[src/rtl/adc_port_pkg.sv]
package adc_port_pkg;

    typedef enum logic [1:0] {
        ST_IDLE  = 2'd0,
        ST_CONV  = 2'd1,
        ST_NAP   = 2'd2,
        ST_SLEEP = 2'd3
    } port_state_e;

    typedef enum logic [1:0] {
        PM_RUN   = 2'd0,
        PM_NAP   = 2'd1,
        PM_SLEEP = 2'd2
    } pwr_req_e;

    // Keep the stub latency inside the conversion budget, never below one cycle
    function automatic int lat_clamp(input int req, input int budget);
        if (req < 1)
            return 1;
        else if (req > budget)
            return budget;
        else
            return req;
    endfunction

    function automatic pwr_req_e decode_pwr(input logic nap_bit, input logic sleep_bit);
        if (sleep_bit)
            return PM_SLEEP;
        else if (nap_bit)
            return PM_NAP;
        else
            return PM_RUN;
    endfunction

endpackage

[src/rtl/adc_in_sync.sv]
module adc_in_sync #(
    parameter int               N       = 4,
    parameter int               STAGES  = 2,
    parameter logic [N-1:0]     RST_VAL = '0
) (
    input  logic         clk,
    input  logic         rst_n,
    input  logic [N-1:0] din,
    output logic [N-1:0] dout
);

    logic [N-1:0] stg [STAGES];

    genvar k;
    generate
        for (k = 0; k < STAGES; k++) begin : g_stage
            if (k == 0) begin : g_first
                always_ff @(posedge clk or negedge rst_n) begin
                    if (!rst_n)
                        stg[k] <= RST_VAL;
                    else
                        stg[k] <= din;
                end
            end else begin : g_next
                always_ff @(posedge clk or negedge rst_n) begin
                    if (!rst_n)
                        stg[k] <= RST_VAL;
                    else
                        stg[k] <= stg[k-1];
                end
            end
        end
    endgenerate

    assign dout = stg[STAGES-1];

endmodule

[src/rtl/adc_shift_port.sv]
module adc_shift_port #(
    parameter int WORD_BITS = 8,
    parameter int DATA_BITS = 16
) (
    input  logic                 clk,
    input  logic                 rst_n,
    input  logic                 open_xfer,
    input  logic                 active,
    input  logic                 sck_rise,
    input  logic                 sck_fall,
    input  logic                 sdi_lvl,
    input  logic [DATA_BITS-1:0] load_word,
    output logic                 word_done,
    output logic [WORD_BITS-1:0] word,
    output logic                 sdo_bit
);

    localparam int CW = $clog2(WORD_BITS + 1);

    logic [CW-1:0]        bit_cnt;
    logic [WORD_BITS-1:0] sh_in;
    logic [DATA_BITS-1:0] sh_out;
    logic                 take_bit;

    assign take_bit = active && !open_xfer && sck_rise && (bit_cnt < CW'(WORD_BITS));

    always_ff @(posedge clk or negedge rst_n) begin
        if (!rst_n) begin
            bit_cnt <= '0;
            sh_in   <= '0;
            sh_out  <= '0;
        end else if (open_xfer) begin
            bit_cnt <= '0;
            sh_out  <= load_word;
        end else if (active) begin
            if (take_bit) begin
                sh_in   <= {sh_in[WORD_BITS-2:0], sdi_lvl};
                bit_cnt <= bit_cnt + 1'b1;
            end
            if (sck_fall)
                sh_out <= {sh_out[DATA_BITS-2:0], 1'b0};
        end
    end

    assign word_done = take_bit && (bit_cnt == CW'(WORD_BITS - 1));
    assign word      = {sh_in[WORD_BITS-2:0], sdi_lvl};
    assign sdo_bit   = sh_out[DATA_BITS-1];

endmodule

[src/rtl/adc_conv_stub.sv]
module adc_conv_stub #(
    parameter int DATA_BITS = 16,
    parameter int RES_BITS  = 16,
    parameter int SEL_BITS  = 6,
    parameter int LAT       = 20
) (
    input  logic                 clk,
    input  logic                 rst_n,
    input  logic                 start,
    input  logic [SEL_BITS-1:0]  sel_in,
    input  logic [DATA_BITS-1:0] sample_in,
    output logic                 done,
    output logic [DATA_BITS-1:0] result
);

    localparam int CW  = (LAT > 1) ? $clog2(LAT) : 1;
    localparam int PAD = DATA_BITS - RES_BITS;

    logic                 running;
    logic [CW-1:0]        cnt;
    logic [SEL_BITS-1:0]  sel_q;
    logic [DATA_BITS-1:0] samp_q;
    logic [DATA_BITS-1:0] raw;

    always_ff @(posedge clk or negedge rst_n) begin
        if (!rst_n) begin
            running <= 1'b0;
            cnt     <= '0;
            sel_q   <= '0;
            samp_q  <= '0;
        end else if (start && !running) begin
            running <= 1'b1;
            cnt     <= '0;
            sel_q   <= sel_in;
            samp_q  <= sample_in;
        end else if (running) begin
            if (done)
                running <= 1'b0;
            else
                cnt <= cnt + 1'b1;
        end
    end

    assign done = running && (cnt == CW'(LAT - 1));
    assign raw  = {sel_q ^ samp_q[DATA_BITS-1 -: SEL_BITS], samp_q[DATA_BITS-SEL_BITS-1:0]};

    generate
        if (PAD > 0) begin : g_pad
            assign result = {raw[DATA_BITS-1:PAD], {PAD{1'b0}}};
        end else begin : g_full
            assign result = raw;
        end
    endgenerate

endmodule

[src/rtl/adc_serial_port.sv]
module adc_serial_port
    import adc_port_pkg::*;
#(
    parameter int DATA_BITS   = 16,
    parameter int RES_BITS    = 16,
    parameter int WORD_BITS   = 8,
    parameter int CLK_MHZ     = 50,
    parameter int BUDGET_NS   = 5000,
    parameter int CONV_CYCLES = 20,
    parameter int SYNC_STAGES = 2
) (
    input  logic                 clk,
    input  logic                 rst_n,
    input  logic                 sck,
    input  logic                 sdi,
    input  logic                 rd_n,
    input  logic                 convst,
    input  logic [DATA_BITS-1:0] sample_in,
    output logic                 sdo,
    output logic                 sdo_oe,
    output logic                 busy
);

    localparam int SEL_BITS   = WORD_BITS - 2;
    localparam int BUDGET_CYC = CLK_MHZ * BUDGET_NS / 1000;
    localparam int LAT        = lat_clamp(CONV_CYCLES, BUDGET_CYC);

    // Synchronised pins: {convst, rd_n, sdi, sck}
    logic [3:0] sync_q;
    logic       sck_l, sdi_l, rd_l, cv_l;
    logic       sck_p, rd_p, cv_p;
    logic       sck_rise, sck_fall, rd_fall, cv_rise;

    adc_in_sync #(
        .N       (4),
        .STAGES  (SYNC_STAGES),
        .RST_VAL (4'b0100)
    ) u_sync (
        .clk   (clk),
        .rst_n (rst_n),
        .din   ({convst, rd_n, sdi, sck}),
        .dout  (sync_q)
    );

    assign {cv_l, rd_l, sdi_l, sck_l} = sync_q;

    always_ff @(posedge clk or negedge rst_n) begin
        if (!rst_n) begin
            sck_p <= 1'b0;
            rd_p  <= 1'b1;
            cv_p  <= 1'b0;
        end else begin
            sck_p <= sck_l;
            rd_p  <= rd_l;
            cv_p  <= cv_l;
        end
    end

    assign sck_rise = sck_l & ~sck_p;
    assign sck_fall = ~sck_l & sck_p;
    assign rd_fall  = ~rd_l & rd_p;
    assign cv_rise  = cv_l & ~cv_p;

    // Serial shift path
    logic                 word_done;
    logic [WORD_BITS-1:0] word;
    logic                 sdo_bit;
    logic [DATA_BITS-1:0] result_q;

    adc_shift_port #(
        .WORD_BITS (WORD_BITS),
        .DATA_BITS (DATA_BITS)
    ) u_shift (
        .clk       (clk),
        .rst_n     (rst_n),
        .open_xfer (rd_fall),
        .active    (~rd_l),
        .sck_rise  (sck_rise),
        .sck_fall  (sck_fall),
        .sdi_lvl   (sdi_l),
        .load_word (result_q),
        .word_done (word_done),
        .word      (word),
        .sdo_bit   (sdo_bit)
    );

    // Command registers: field for the next conversion, pending power request
    logic [SEL_BITS-1:0] cfg_q;
    pwr_req_e            pwr_q;
    pwr_req_e            word_pwr;
    pwr_req_e            req_now;

    assign word_pwr = decode_pwr(word[1], word[0]);
    assign req_now  = word_done ? word_pwr : pwr_q;

    always_ff @(posedge clk or negedge rst_n) begin
        if (!rst_n) begin
            cfg_q <= '0;
            pwr_q <= PM_RUN;
        end else if (word_done) begin
            cfg_q <= word[WORD_BITS-1:2];
            pwr_q <= word_pwr;
        end
    end

    // Conversion stub
    port_state_e          state_q, state_d;
    logic                 start;
    logic                 conv_done;
    logic [DATA_BITS-1:0] conv_result;

    assign start = (state_q == ST_IDLE) && cv_rise;

    adc_conv_stub #(
        .DATA_BITS (DATA_BITS),
        .RES_BITS  (RES_BITS),
        .SEL_BITS  (SEL_BITS),
        .LAT       (LAT)
    ) u_core (
        .clk       (clk),
        .rst_n     (rst_n),
        .start     (start),
        .sel_in    (cfg_q),
        .sample_in (sample_in),
        .done      (conv_done),
        .result    (conv_result)
    );

    always_ff @(posedge clk or negedge rst_n) begin
        if (!rst_n)
            result_q <= '0;
        else if (conv_done)
            result_q <= conv_result;
    end

    // State register
    always_ff @(posedge clk or negedge rst_n) begin
        if (!rst_n)
            state_q <= ST_IDLE;
        else
            state_q <= state_d;
    end

    // Next state
    always_comb begin
        state_d = state_q;
        unique case (state_q)
            ST_IDLE: begin
                if (start)
                    state_d = ST_CONV;
                else if (word_done && word_pwr == PM_SLEEP)
                    state_d = ST_SLEEP;
            end
            ST_CONV: begin
                if (conv_done) begin
                    unique case (req_now)
                        PM_SLEEP: state_d = ST_SLEEP;
                        PM_NAP:   state_d = ST_NAP;
                        default:  state_d = ST_IDLE;
                    endcase
                end
            end
            ST_NAP: begin
                if (word_done) begin
                    unique case (word_pwr)
                        PM_SLEEP: state_d = ST_SLEEP;
                        PM_NAP:   state_d = ST_NAP;
                        default:  state_d = ST_IDLE;
                    endcase
                end
            end
            ST_SLEEP: begin
                if (word_done && word_pwr != PM_SLEEP)
                    state_d = ST_IDLE;
            end
            default: state_d = ST_IDLE;
        endcase
    end

    // Outputs
    always_comb begin
        busy   = (state_q == ST_CONV);
        sdo_oe = ~rd_l;
        sdo    = sdo_oe & sdo_bit;
    end

endmodule

[config.mk]
export PLATFORM = sky130hd
export DESIGN_NAME = adc_serial_port
export DESIGN_NICKNAME = d
export VERILOG_FILES = /design/src/rtl/adc_port_pkg.sv /design/src/rtl/adc_in_sync.sv /design/src/rtl/adc_shift_port.sv /design/src/rtl/adc_conv_stub.sv /design/src/rtl/adc_serial_port.sv
export SDC_FILE = /design/constraint.sdc
export NUM_CORES = 1
export LEC_CHECK = 0
export ABC_CLOCK_PERIOD_IN_PS = 7200
export BUFFER_PORTS_ARGS = -buffer_cell sky130_fd_sc_hd__buf_2
export CAP_MARGIN = 20
export CELL_PAD_IN_SITES_DETAIL_PLACEMENT = 1
export CELL_PAD_IN_SITES_GLOBAL_PLACEMENT = 1
export CORE_MARGIN = 2
export CORE_UTILIZATION = 53
export CTS_CLUSTER_SIZE = 40
export DETAILED_ROUTE_END_ITERATION = 12
export PLACE_DENSITY = 0.83
export SLEW_MARGIN = 20
export SYNTH_ARGS = -nofsm -noshare
export SYNTH_HDL_FRONTEND = slang
export SYNTH_SLANG_ARGS = --single-unit
[constraint.sdc]
create_clock -name clk -period 7.2 [get_ports clk]
set_clock_uncertainty 0.2 [all_clocks]
set_input_delay 0.36 -clock clk [delete_from_list [all_inputs] [get_ports clk]]
set_output_delay 0.36 -clock clk [all_outputs]
set_load 0.05 [all_outputs]
==> out/metrics.cfg, run 1 <==
[logic_synthesis]
synth_cells=273
seq_area_frac_synth=0.6264
syn_area_um2=3681
synth_enable_flop_cells=0
syn_area_per_cell_um2=13.48
synthFlopType=dfrtp_1
async_flop_share=1.000
ys_warn_count=0
synth-seq-cells=92
syn_nets=298
synth_cell_types=34

[floorplanning]
dieArea_um2=7628
fp.dieH_um=87.34
dieWidth_um=87.34
start_util=0.5448
core-area_um2=6756
placementRows=30
io_pins=25

[clocking]
clockBufferDepth=2
clockRootBuffer=clkbuf_8
cts_tree=built
htreeDepth=3
cts_setup_buffers=0
insertion_delay_ns=0.35
clk_pin_slew_ns=0.09
ctsResizeCount=0
cts_hold_buffers=5
cts.sinks=92
cts_inserted_buffers=9

[power_and_ir_drop]
p_sw_frac=0.2896
p_total_mw=1.336
power.density_nw_per_um2=325.6
clkPwrFrac=0.236
p_switching_mw=0.3870
p_int_mw=0.9493
power_frac_comb=0.185
ir_worst_vdd_mv=0.1648
seqPwrFrac=0.579
leakagePower_nw=1.928

[timing]
fmax_ghz=0.3628
rsz0062_at_grt=no
setup_viol=0
min_period_ns=2.756
hold_violations=0
relSlewSlack=0.3661
tns_ns=0
tightest_slew_ns=0.9474
fin_crit_sh=0.3828
maxSlewViolCount=0

[worst_hold_path]
hold_path_class=in -> reg
min_from=sample_in[3]

[place]
port-buffer-count=24
place.gp.congestion=0.7604
hpwl_um=4586

[finish]
nNetsFinal=329
drive_gt1_frac=0.3074
regArea_um2=2306
area_growth_pct=11.49
multi_input_area_um2=1304
fill_cells=687
n_antenna_cell=0

[global_route]
grt_pass1_wl_um=11330
overflow=0
grt_pass1_vias=2334
grt_max_degree=71
grt_use_total=0.1975
antenna_found_initial=0

[worst_setup_path]
startpoint=u_sync.dout[2]
reg2reg_slack_ns=4.44
r2r-start=u_sync.dout[2]
critical_path_class=reg -> reg
worstPathMaxFanout=10
cp.arrival_ns=2.85
cp.required_ns=7.29
cp-end-kind=register
startpoint_type=register

[flow_run]
maxCapViolations=0

[detailed_routing]
drt-pass1-iter-count=4
routed_via_density=5.514
vias=2145
wl_um=6687
route.detailed.drc=0
antenna_left=0
drt-initial-drc-count=85
wl_per_cell_um=17.19

[run_status]
status=complete, no violations

## synth_stat cells, types with 2 or more instances
master / count / area share
nand2_1: 27 / 0.028
nor2_1: 8 / 0.0082
xnor2_1: 7 / 0.017
xor2_1: 3 / 0.0071
dfstp_2: 3 / 0.021
mux2i_1: 18 / 0.049
a21oi_1: 2 / 0.0027
nand2b_1: 2 / 0.0034
nand3_1: 3 / 0.0041
buf_2: 6 / 0.0082
ha_1: 3 / 0.010
nor4_1: 2 / 0.0034
o21ai_0: 24 / 0.033
clkbuf_1: 6 / 0.0061
dfrtp_1: 89 / 0.61
mux2_2: 45 / 0.14
inv_1: 5 / 0.0051
o31ai_1: 2 / 0.0041
nand4_1: 2 / 0.0034
nor2b_1: 2 / 0.0034
## path summary, 6_finish.rpt
check | end | depth (start not counted)
max reg2reg | state_q[1] | 6
min in group asynchronous | u_core.samp_q[2] | 2
max | state_q[1] | 6
min | u_core.samp_q[3] | 2
min reg2reg | u_sync.dout[1] | 0
max in group asynchronous | u_shift.sh_in[6] | 3
## cell type report
class / instances / share of cell area
multi-input cells: 164 / 0.3177
inverters: 5 / 0.004573
clock buffers: 13 / 0.03872
clock inverters: 3 / 0.005183
flip-flops and latches: 92 / 0.5619
well taps: 80 / 0.02439
repair buffers: 32 / 0.04756
## cells by family (layout without fill, tap and decap cells)
kind of cell,count (synthesis),in the layout,share of synthesized area
buffers and inverters,17,53,0.01938
muxes,64,64,0.1897
AOI/OAI and AO/OA,32,32,0.04963
and+or+nand+nor,55,55,0.08090
DFF,92,92,0.6264
xor gates and xnor gates,10,10,0.02379
adders and majority gates,3,3,0.01020
## layout by cell type, fill, tap and decap left out, drive strengths merged, types with 3 or more instances in the layout
cell	instances
inv	5
ha	3
mux2	46
dfrtp	89
nor2	8
dlygate4sd3	5
clkbuf	13
o21ai	24
nand3	3
mux2i	18
nand2	27
dfstp	3
xnor2	7
nor4	3
buf	27
xor2	3
## critical path, cell delays in order (launching register included)
cell and delay, ns:
dfstp_2 0.39, or4b_4 0.59, nor3_4 0.45, mux2_2 0.41
ha_1 0.27, nor4_1 0.25, a211o_1 0.14
## state kept, by name, indices dropped and copies added, names as in the netlist
| register | count |
|---|---|
| cfg_q | 6 |
| cv_p | 1 |
| pwr_q | 2 |
| rd_p | 1 |
| result_q | 16 |
| sck_p | 1 |
| state_q | 2 |
| u_core.cnt | 5 |
| u_core.running | 1 |
| u_core.samp_q | 16 |
| u_core.sel_q | 6 |
| u_shift.bit_cnt | 4 |
| u_shift.sh_in | 7 |
| u_shift.sh_out | 16 |
| u_sync.dout | 4 |
| u_sync.stg | 4 |
## routing by layer
metal	GRT usage	vias up	routed length, um	share of wire
li1	-	1004	-	-
met3	0.03128	9	144	0.022
met4	0.09930	0	109	0.016
met2	0.3216	22	3445	0.52
met1	0.2567	1110	2987	0.45
met5	0	-	0	0
## through the flow
stage | cells | instance area (um2) | hold slack, ns | utilization | setup WS, ns
floorplan | 273 | 3681 | -0.1356 | - | 4.617
global placement | 368 | 3874 | 0.06448 | 0.5733 | 4.464
detailed placement | 368 | 3874 | 0.06431 | 0.5733 | 4.439
CTS | 389 | 4104 | 0.01675 | 0.6074 | 4.417
global route | 389 | 4104 | 0.02334 | 0.6074 | 4.328
finish | 389 | 4104 | 0.03124 | 0.6074 | 4.444
## power by group through the flow
stage	combinational [mW]	sequential, mW	clock, mW
2_1_floorplan	0.200	0.742	0
3_3_place_gp	0.229	0.773	0
3_5_place_dp	0.251	0.785	0
4_1_cts	0.253	0.776	0.325
5_1_grt	0.284	0.795	0.345
6_report	0.247	0.774	0.315
No activity file was read; power rests on OpenSTA's default activity.
==> run 2, diff against run 1 <==
--- a/config.mk
+++ b/config.mk
@@ -5,16 +5,17 @@
 export SDC_FILE = /design/constraint.sdc
 export NUM_CORES = 1
 export LEC_CHECK = 0
-export ABC_CLOCK_PERIOD_IN_PS = 7200
+export ABC_AREA = 1
+export ABC_CLOCK_PERIOD_IN_PS = 2400
 export BUFFER_PORTS_ARGS = -buffer_cell sky130_fd_sc_hd__buf_2
 export CAP_MARGIN = 20
 export CELL_PAD_IN_SITES_DETAIL_PLACEMENT = 1
 export CELL_PAD_IN_SITES_GLOBAL_PLACEMENT = 1
 export CORE_MARGIN = 2
-export CORE_UTILIZATION = 53
+export CORE_UTILIZATION = 42
 export CTS_CLUSTER_SIZE = 40
 export DETAILED_ROUTE_END_ITERATION = 12
-export PLACE_DENSITY = 0.83
+export PLACE_DENSITY = 0.75
 export SLEW_MARGIN = 20
 export SYNTH_ARGS = -nofsm -noshare
 export SYNTH_HDL_FRONTEND = slang
==> constraint.sdc (replaced) <==
create_clock -name clk -period 2.4 [get_ports clk]
set_clock_uncertainty 0.2 [all_clocks]
set_input_delay 0.12 -clock clk [delete_from_list [all_inputs] [get_ports clk]]
set_output_delay 0.12 -clock clk [all_outputs]
set_load 0.05 [all_outputs]
==> run 2 against run 1 <==
Power grew to 3.0 times the previous value. Hold slack improved by 0.073 ns. Combinational power grew to 3.7 times the previous value. Sequential cell count unchanged. Critical path type unchanged.
==> out/metrics.cfg, run 2 <==
[run_status]
status=complete, no violations

[worst_setup_path]
worstPathMaxFanout=5
crit_slowest_cell=dfstp_2
crit_top_cell=nand3_1
path_delay_family=simple AND/OR/NAND/NOR gates
cp.required_ns=2.45
critical_path_class=reg -> reg
cp-end-kind=register
slowest_delay_ns=0.62
startpoint_type=register
cp.arrival_ns=2.17
crit_chain=nor2_2 -> nand2_2 -> nor2_8 -> buf_4 -> nand3_1 -> nand2_1 -> ha_1 -> nor2_1 -> nor3_1 -> nand3_1 -> nand3_1 -> inv_1
crit_buf_inv=2

[power_and_ir_drop]
p_sw_frac=0.3369
power_frac_comb=0.226
p_int_mw=2.674
power.density_nw_per_um2=905.8
seqPwrFrac=0.539
leakagePower_nw=2.262
ir_worst_vdd_mv=0.4577
p_total_mw=4.032
p_switching_mw=1.358
clkPwrFrac=0.235

[floorplanning]
fp.dieH_um=99.45
start_util=0.4366
core-area_um2=8763
dieWidth_um=99.45
io_pins=25
dieArea_um2=9889
placementRows=34

[global_route]
grt_pass1_vias=3047
grt_pass1_wl_um=14570
antenna_found_initial=1
grt_max_degree=44
grt_use_total=0.1872
overflow=0

[detailed_routing]
antenna_left=0
vias=2841
route.detailed.drc=0
drt-initial-drc-count=122
routed_via_density=4.993
wl_um=8311
drt-pass1-iter-count=4
wl_per_cell_um=14.61

[finish]
design_area_um2=4452
fill_cells=1015
drive_gt1_frac=0.1587
nNetsFinal=480
area_growth_pct=16.35
layout_commonest_cell=nand2_1
reg_top3=result_q x16, u_core.samp_q x16, u_shift.sh_out x16
final_cell_mix=nand2_1 (155), dfrtp_1 (89), inv_1 (32)
fin_util=0.5080

[logic_synthesis]
synthFlopType=dfrtp_1
syn_area_um2=3826
synth_cells=405
ys_warn_count=0
synth_enable_flop_cells=0
synth_top_cell_area_share=0.5821
synth.area.top_cells=dfrtp_1 (58%), nand2_1 (15%), inv_1 (3.1%), o21ai_0 (2.1%), dfstp_2 (2.1%)
async_flop_share=1.000
synth-seq-cells=92
syn_area_per_cell_um2=9.447
synth_top_area_cell=dfrtp_1
seq_area_frac_synth=0.6027
syn_nets=430
synth_most_common_cell=nand2_1
synth_cell_types=30
yosys-top-cells-count=nand2_1 (155), dfrtp_1 (89), inv_1 (32)

[place]
place.gp.congestion=0.7798
port-buffer-count=24
hpwl_um=5163
dpl-instance-area_um2=4025

[timing]
maxSlewViolCount=0
rsz0062_at_grt=no
tightest_slew_ns=0.9300
min_period_ns=2.118
hold_violations=0
fin_crit_sh=0.8827
setup_viol=0
worst_hold_slack_ns=0.1039
fmax_ghz=0.4720
tns_ns=0
relSlewSlack=0.3780

[clocking]
insertion_delay_ns=0.35
clockRootBuffer=clkbuf_8
clk_pin_slew_ns=0.09
ctsResizeCount=0
htreeDepth=3
cts_inserted_buffers=9
cts.sinks=92
cts_tree=built
clockBufferDepth=2

[flow_run]
maxCapViolations=0

[worst_hold_path]
hold_path_class=in -> async

==> run 2: cell types whose count changed in the layout (fill, tap and decap cells not counted), moves of 7 or more <==
cell,previous run,this run
nand3_1,3,10
mux2i_1,18,1
dlygate4sd3_1,5,22
o21ai_1,1,12
o21ai_0,23,16
o211ai_1,0,7
mux2_2,45,0
inv_1,5,32
nand2_1,27,155
a31oi_1,0,9
==> run 2: power groups by stage <==
stage / Combinational, mW / Sequential (mW) / Clock [mW]
CTS: 0.918 / 2.18 / 0.975
finish: 0.911 / 2.17 / 0.946
detailed placement: 0.883 / 2.21 / 0
floorplan: 0.681 / 2.14 / 0
global placement: 0.839 / 2.19 / 0
global route: 1.06 / 2.23 / 1.04
==> run 2: cell families after synthesis <==
kind of cell / after synthesis / synth area share
compound gates: 56 / 0.09418
xor+xnor: 6 / 0.01373
fa+ha+maj: 3 / 0.009811
buf+inv: 52 / 0.06475
flops: 92 / 0.6027
mux: 1 / 0.002616
simple gates: 195 / 0.2122
==> run 2: worst paths after layout <==
kind / startpoint / to / slack [ns] / cells past startpoint
setup reg to reg: u_sync.dout[2] / state_q[1] / 0.28 / 12
min in group clk: u_sync.stg[5] / u_sync.dout[1] / 0.16 / 0
hold / removal: rst_n / cfg_q[4] / 0.10 / 3
setup / recovery: u_sync.dout[2] / state_q[1] / 0.28 / 12
hold reg to reg: u_sync.stg[5] / u_sync.dout[1] / 0.16 / 0
max in group asynchronous: rst_n / result_q[14] / 0.59 / 3
==> run 2: what timing repair did <==
item / CTS / global route
setup endpoints to repair: 0 / 1
hold buffers: 22 / 0
setup buffers: 0 / 2
hold endpoints to repair: 109 / 0
==> run 2: final cells by class <==
class / instances / area, um2 / area share
clock inverters: 7 / 53.80 / 0.01209
multi-input cells: 261 / 1272 / 0.2858
inverters: 37 / 138.9 / 0.03120
well taps: 108 / 135.1 / 0.03035
clock buffers: 9 / 123.9 / 0.02782
diodes: 1 / 2.502 / 0.0005621
repair buffers: 54 / 419.2 / 0.09415
flip-flops and latches: 92 / 2306 / 0.5180
==> run 2: worst min-delay path: cells and delay by family <==
family,cells,cell delay [ns]
buffers and inverters,3,0.90
==> run 2: metal layers <==
layer	track usage	up-vias	part of all wire
met2	0.2999	27	0.49
li1	-	1381	-
met5	0	-	0
met4	0.09062	0	0.026
met1	0.2508	1418	0.47
met3	0.02811	15	0.019
==> run 2: stage by stage <==
step | setup WS [ns] | std cells
2_1_floorplan | 0.3624 | 405
3_3_place_gp | 0.2186 | 527
3_5_place_dp | 0.1536 | 527
4_1_cts | 0.1321 | 565
5_1_grt | 0.08520 | 569
6_report | 0.2815 | 569
